### config.mk
export PLATFORM = sky130hd
export DESIGN_NAME = sbn_core
export DESIGN_NICKNAME = d
export VERILOG_FILES = /design/src/rtl/sbn_pkg.sv /design/src/rtl/sbn_sub.sv /design/src/rtl/sbn_seq.sv /design/src/rtl/sbn_dp.sv /design/src/rtl/sbn_core.sv
export SDC_FILE = /design/constraint.sdc
export NUM_CORES = 1
export LEC_CHECK = 0
export ABC_AREA = 1
export BUFFER_PORTS_ARGS = -buffer_cell sky130_fd_sc_hd__buf_2
export CAP_MARGIN = 0
export CORE_UTILIZATION = 54
export CTS_CLUSTER_DIAMETER = 150
export CTS_CLUSTER_SIZE = 16
export DETAILED_ROUTE_END_ITERATION = 8
export PLACE_DENSITY = 0.86
export SETUP_SLACK_MARGIN = 0.15
export SLEW_MARGIN = 20
export SYNTH_ARGS = -nofsm -noshare
export SYNTH_HDL_FRONTEND = slang
export SYNTH_SLANG_ARGS = --single-unit
export TNS_END_PERCENT = 30
### constraint.sdc
create_clock -name clk_i -period 2 [get_ports clk_i]
set_clock_uncertainty 0.15 [all_clocks]
set_input_delay 0 -clock clk_i [delete_from_list [all_inputs] [get_ports clk_i]]
set_output_delay 0 -clock clk_i [all_outputs]
set_load 0.05 [all_outputs]
### src/rtl/sbn_pkg.sv
package sbn_pkg;
  typedef enum logic [3:0] {
    ST_CHECK,
    ST_RD_PA,
    ST_LT_PA,
    ST_RD_A,
    ST_LT_A,
    ST_RD_PB,
    ST_LT_PB,
    ST_RD_B,
    ST_LT_B,
    ST_WR,
    ST_RD_T,
    ST_LT_T,
    ST_HALT
  } step_e;

  typedef enum logic [1:0] {
    ASEL_PC,
    ASEL_A,
    ASEL_B
  } asel_e;
endpackage

### src/rtl/sbn_sub.sv
module sbn_sub #(
  parameter int DW = 16
) (
  input  logic [DW-1:0] minu_i,
  input  logic [DW-1:0] subt_i,
  output logic [DW-1:0] diff_o,
  output logic          le_o
);
  always_comb begin
    diff_o = minu_i - subt_i;
    le_o   = diff_o[DW-1] | ~|diff_o;
  end
endmodule

### src/rtl/sbn_seq.sv
module sbn_seq
  import sbn_pkg::*;
(
  input  logic  clk_i,
  input  logic  rst_ni,
  input  logic  pc_zero_i,
  output step_e step_o,
  output asel_e asel_o,
  output logic  mem_en_o,
  output logic  mem_we_o,
  output logic  halted_o
);
  step_e step_q, step_d;

  always_comb begin
    unique case (step_q)
      ST_CHECK: step_d = pc_zero_i ? ST_HALT : ST_RD_PA;
      ST_RD_PA: step_d = ST_LT_PA;
      ST_LT_PA: step_d = ST_RD_A;
      ST_RD_A:  step_d = ST_LT_A;
      ST_LT_A:  step_d = ST_RD_PB;
      ST_RD_PB: step_d = ST_LT_PB;
      ST_LT_PB: step_d = ST_RD_B;
      ST_RD_B:  step_d = ST_LT_B;
      ST_LT_B:  step_d = ST_WR;
      ST_WR:    step_d = ST_RD_T;
      ST_RD_T:  step_d = ST_LT_T;
      ST_LT_T:  step_d = ST_CHECK;
      default:  step_d = ST_HALT;
    endcase
  end

  always_ff @(posedge clk_i or negedge rst_ni) begin
    if (!rst_ni) step_q <= ST_CHECK;
    else         step_q <= step_d;
  end

  always_comb begin
    mem_en_o = 1'b0;
    mem_we_o = 1'b0;
    asel_o   = ASEL_PC;
    unique case (step_q)
      ST_RD_PA, ST_RD_PB, ST_RD_T: mem_en_o = 1'b1;
      ST_RD_A: begin
        mem_en_o = 1'b1;
        asel_o   = ASEL_A;
      end
      ST_RD_B: begin
        mem_en_o = 1'b1;
        asel_o   = ASEL_B;
      end
      ST_WR: begin
        mem_en_o = 1'b1;
        mem_we_o = 1'b1;
        asel_o   = ASEL_B;
      end
      default: ;
    endcase
  end

  assign step_o   = step_q;
  assign halted_o = (step_q == ST_HALT);

  assert_halt_sticky_R5: assert property (@(posedge clk_i) disable iff (!rst_ni)
    halted_o |=> halted_o);
  assert_halt_quiet_R5: assert property (@(posedge clk_i) disable iff (!rst_ni)
    halted_o |-> !mem_en_o);
  assert_halt_entry_R5: assert property (@(posedge clk_i) disable iff (!rst_ni)
    (step_q == ST_CHECK && pc_zero_i) |=> halted_o);
  assert_single_write_R2: assert property (@(posedge clk_i) disable iff (!rst_ni)
    mem_we_o |=> !mem_we_o);
  assert_instr_wrap_R7: assert property (@(posedge clk_i) disable iff (!rst_ni)
    (step_q == ST_LT_T) |=> (step_q == ST_CHECK));
endmodule

### src/rtl/sbn_dp.sv
module sbn_dp
  import sbn_pkg::*;
#(
  parameter int DW = 16
) (
  input  logic          clk_i,
  input  logic          rst_ni,
  input  step_e         step_i,
  input  asel_e         asel_i,
  input  logic [DW-1:0] rdata_i,
  output logic [DW-1:0] addr_o,
  output logic [DW-1:0] wdata_o,
  output logic          pc_zero_o
);
  localparam logic [DW-1:0] PcReset = DW'(1);
  localparam logic [DW-1:0] One     = DW'(1);

  logic [DW-1:0] pc_q, a_ptr_q, b_ptr_q, a_val_q, res_q;
  logic          le_q;
  logic [DW-1:0] diff;
  logic          diff_le;

  sbn_sub #(.DW(DW)) u_sub (
    .minu_i (rdata_i),
    .subt_i (a_val_q),
    .diff_o (diff),
    .le_o   (diff_le)
  );

  always_ff @(posedge clk_i or negedge rst_ni) begin
    if (!rst_ni) begin
      pc_q    <= PcReset;
      a_ptr_q <= '0;
      b_ptr_q <= '0;
      a_val_q <= '0;
      res_q   <= '0;
      le_q    <= 1'b0;
    end else begin
      unique case (step_i)
        ST_LT_PA: begin
          a_ptr_q <= rdata_i;
          pc_q    <= pc_q + One;
        end
        ST_LT_A: a_val_q <= rdata_i;
        ST_LT_PB: begin
          b_ptr_q <= rdata_i;
          pc_q    <= pc_q + One;
        end
        ST_LT_B: begin
          res_q <= diff;
          le_q  <= diff_le;
        end
        ST_LT_T: pc_q <= le_q ? rdata_i : pc_q + One;
        default: ;
      endcase
    end
  end

  always_comb begin
    unique case (asel_i)
      ASEL_A:  addr_o = a_ptr_q;
      ASEL_B:  addr_o = b_ptr_q;
      default: addr_o = pc_q;
    endcase
  end

  assign wdata_o   = res_q;
  assign pc_zero_o = (pc_q == '0);

  assert_jump_taken_R3: assert property (@(posedge clk_i) disable iff (!rst_ni)
    (step_i == ST_LT_T && le_q) |=> (pc_q == $past(rdata_i)));
  assert_fall_through_R4: assert property (@(posedge clk_i) disable iff (!rst_ni)
    (step_i == ST_LT_T && !le_q) |=> (pc_q == $past(pc_q) + One));
  assert_pc_quiet_R1: assert property (@(posedge clk_i) disable iff (!rst_ni)
    (step_i != ST_LT_PA && step_i != ST_LT_PB && step_i != ST_LT_T) |=> $stable(pc_q));
endmodule

### src/rtl/sbn_core.sv
module sbn_core
  import sbn_pkg::*;
#(
  parameter int DW = 16
) (
  input  logic          clk_i,
  input  logic          rst_ni,
  output logic [DW-1:0] mem_addr_o,
  output logic [DW-1:0] mem_wdata_o,
  output logic          mem_we_o,
  output logic          mem_en_o,
  input  logic [DW-1:0] mem_rdata_i,
  output logic          halted_o
);
  step_e step;
  asel_e asel;
  logic  pc_zero;

  sbn_seq u_seq (
    .clk_i     (clk_i),
    .rst_ni    (rst_ni),
    .pc_zero_i (pc_zero),
    .step_o    (step),
    .asel_o    (asel),
    .mem_en_o  (mem_en_o),
    .mem_we_o  (mem_we_o),
    .halted_o  (halted_o)
  );

  sbn_dp #(.DW(DW)) u_dp (
    .clk_i     (clk_i),
    .rst_ni    (rst_ni),
    .step_i    (step),
    .asel_i    (asel),
    .rdata_i   (mem_rdata_i),
    .addr_o    (mem_addr_o),
    .wdata_o   (mem_wdata_o),
    .pc_zero_o (pc_zero)
  );

  assert_write_enabled_R2: assert property (@(posedge clk_i) disable iff (!rst_ni)
    mem_we_o |-> mem_en_o);
endmodule

==> impl_metrics.ini <==
[outcome]
status = complete, but fails checks
violations = negative hold slack, negative setup slack

[finish]
finalNetCount = 834
drive_gt1_frac = 0.257
n_antenna_cell = 0
synthToLayoutAreaGrowth_pct = 30.3
multiInputGateArea_sq_mm = 0.00283
fill_cells = 664
seqCellArea_sq_mm = 0.00213

[clock_network]
cts_root_buf = clkbuf_8
clock_sinks = 85
cts_buffer_depth = 2
cts_tree = done
htree_levels = 3
cts.clk_slew.worst_paths_ps = 110
clk-insertion-delay-late_ps = 370
cts_buffers = 9

[yosys]
syn-num-nets = 740
synth_ff_type = dfrtp_1
syn_avg_cell_area_sq_um = 7.30
yosysWarnings = 0
synthTopCellsByCount = 209 x nand2_1, 101 x inv_1, 84 x dfrtp_1
yosysTopAreaCellShare = 0.410
synth_edf_count = 0
synthCells = 702
ys_seq_area_frac = 0.415
synth_area_leaders = dfrtp_1 41%, nand2_1 15%, inv_1 7.4%
async_flop_share = 1.00
synth_cell_types = 38
yosysMostFrequentCell = nand2_1
synth-seq-cells = 85
post-synth-top-area-cell = dfrtp_1
syn_area_sq_mm = 0.00513

[floorplanning]
dieArea_sq_mm = 0.00989
die_x_um = 99.4
ioPinCount = 53
num_rows = 35
fp.dieH_um = 99.4
coreArea_sq_mm = 0.00924
initial_core_util = 0.555

[route]
drt-initial-drc-count = 417
route.antenna.remaining_nets = 0
avgRoutedWirePerCell_um = 15.8
num_vias = 5228
drt-total-wl_um = 14700
routed_via_density = 5.62
drtPass1Iterations = 5
remaining_drc_errors = 0

[grt]
grt_start_max_net_pins = 46
grt_pass1_wl_um = 24100
antenna_found_initial = 0
grt_pass1_vias = 5102
grt_util_all_layers = 0.308
grt_overflow = 0

[timing]
whs_ps = -14.4
fmax_mhz = 431
slew_headroom = 0.417
min_period_ps = 2320
setup_slack_ps = -321
setup_tns_ps = -4890
setup_viol = 20
hold_viol_final = 1
maxSlewViolCount = 0
rsz0062_at_grt = yes
fin_crit_sh = 1.16
worst_pin_slew_ps = 873

[setup_path]
critical_path_required_ps = 1850
crit_path_end_kind = output pin
cp_cell_sequence = inv_2 -> nor2_4 -> inv_2 -> nor2_4 -> nor2_4 -> inv_2 -> ha_4 -> buf_16 -> a21oi_1 -> a22oi_2 -> buf_6
arrival_ps = 2170
critPathLaunchType = register
crit_buf_inv = 5
cp_max_fo = 8
crit_path_top_delay_cell = dfrtp_2
crit_path_max_incr_delay_ps = 460
critPathKind = register to output pin
cp_top_family = buffers and inverters

[hold_path]
hold_class = input port to register

[power]
p_leak_nw = 3.33
ir_worst_vdd_mv = 1.21
powerDensity_mw_per_mm2 = 1930
p_total_mw = 12.9

[place]
io_buffers = 52
hpwl_um = 9490
gp_congestion = 0.902

[job]
cap_violations = 0
## logic make-up after synthesis
logic type / count (synthesis) / synth area share
buf+inv: 130 / 0.101
flops: 85 / 0.415
compound gates: 148 / 0.164
simple gates: 314 / 0.262
fa+ha+maj: 20 / 0.0503
xor+xnor: 5 / 0.00854
## final timing paths
| kind | start | endpoint | slack [ps] | depth (start not counted) |
|---|---|---|---|---|
| worst max register to register | u_dp.a_val_q[0] | u_dp.le_q | -60 | 15 |
| min in group asynchronous | rst_ni | u_dp.b_ptr_q[1] | 20 | 2 |
| max in group asynchronous | rst_ni | u_dp.a_ptr_q[8] | 1020 | 3 |
| worst min register to register | u_dp.wdata_o[15] | u_dp.wdata_o[15] | 330 | 2 |
| worst min-delay path | mem_rdata_i[5] | u_dp.wdata_o[5] | -10 | 5 |
| worst max-delay path | u_seq.step_o[3] | mem_addr_o[8] | -320 | 11 |
## state kept, by name, summed over array words and instances, names as in the netlist
| register | cells |
|---|---|
| u_dp.le_q | 1 |
| u_dp.pc_q | 16 |
| u_dp.a_val_q | 16 |
| u_dp.b_ptr_q | 16 |
| u_dp.wdata_o | 16 |
| u_dp.a_ptr_q | 16 |
| u_seq.step_o | 4 |
## final cells by class
class / instances / area share
inverters: 106 / 0.0601
repair buffers: 107 / 0.141
well taps: 129 / 0.0242
multi-input cells: 487 / 0.424
clock inverters: 6 / 0.0114
flip-flops and latches: 85 / 0.319
clock buffers: 10 / 0.0206
## power by group
| part | switching [mW] | internal (mW) | leakage [nW] |
|---|---|---|---|
| Clock | 0.707 | 0.634 | 0.109 |
| Sequential | 0.643 | 2.58 | 1.03 |
| Combinational | 5.27 | 3.07 | 2.19 |
| Total | 6.62 | 6.29 | 3.33 |
## layout by cell type (no fill, tap or decap), drive strengths merged
cell type,instances
nor2,48
or2,1
a21boi,1
and2,1
nand4,9
nand3b,7
o221ai,1
xor2,4
a31oi,6
clkinvlp,1
o22ai,4
o21ai,85
clkbuf,10
nand2,211
o211ai,5
nand3,32
nor3,3
a22oi,18
inv,108
dlygate4sd3,17
dfstp,1
fa,1
buf,90
bufinv,1
ha,19
xnor2,1
clkinv,2
a21oi,28
nor4,2
dfrtp,84
## through the flow
| stage | hold WS [ps] | cell area [sq um] | setup slack (ps) | cells | util |
|---|---|---|---|---|---|
| 2_1_floorplan | -446 | 5260 | -220 | 702 | - |
| 3_3_place_gp | -106 | 5790 | -47.1 | 885 | 0.627 |
| 3_5_place_dp | -102 | 5790 | -115 | 885 | 0.627 |
| 4_1_cts | 39.8 | 6530 | -298 | 926 | 0.707 |
| 5_1_grt | 29.7 | 6680 | -387 | 930 | 0.723 |
| 6_report | -14.4 | 6680 | -321 | 930 | 0.723 |
## layer usage
layer / routed length (um) / GRT usage
met5: 0 / 0
met4: 497 / 0.132
met3: 902 / 0.0527
met2: 7340 / 0.517
met1: 5920 / 0.394
## worst min-delay path, cell delays in order
cell and delay [ps]:
buf_2 110, ha_4 160, inv_1 40, nand2_1 70
a31oi_1 80
## timing repair
item / 4_1_cts / 5_1_grt
pin swaps: 17 / 16
buffers inserted: 6 / 4
setup endpoints to repair: 47 / 59
endpoints found under the hold margin: 150 / 3
resized for setup: 74 / 36
cloned: 2 / 0
hold buffers: 17 / 1
Note: power is estimated with default switching activity, not from simulation.
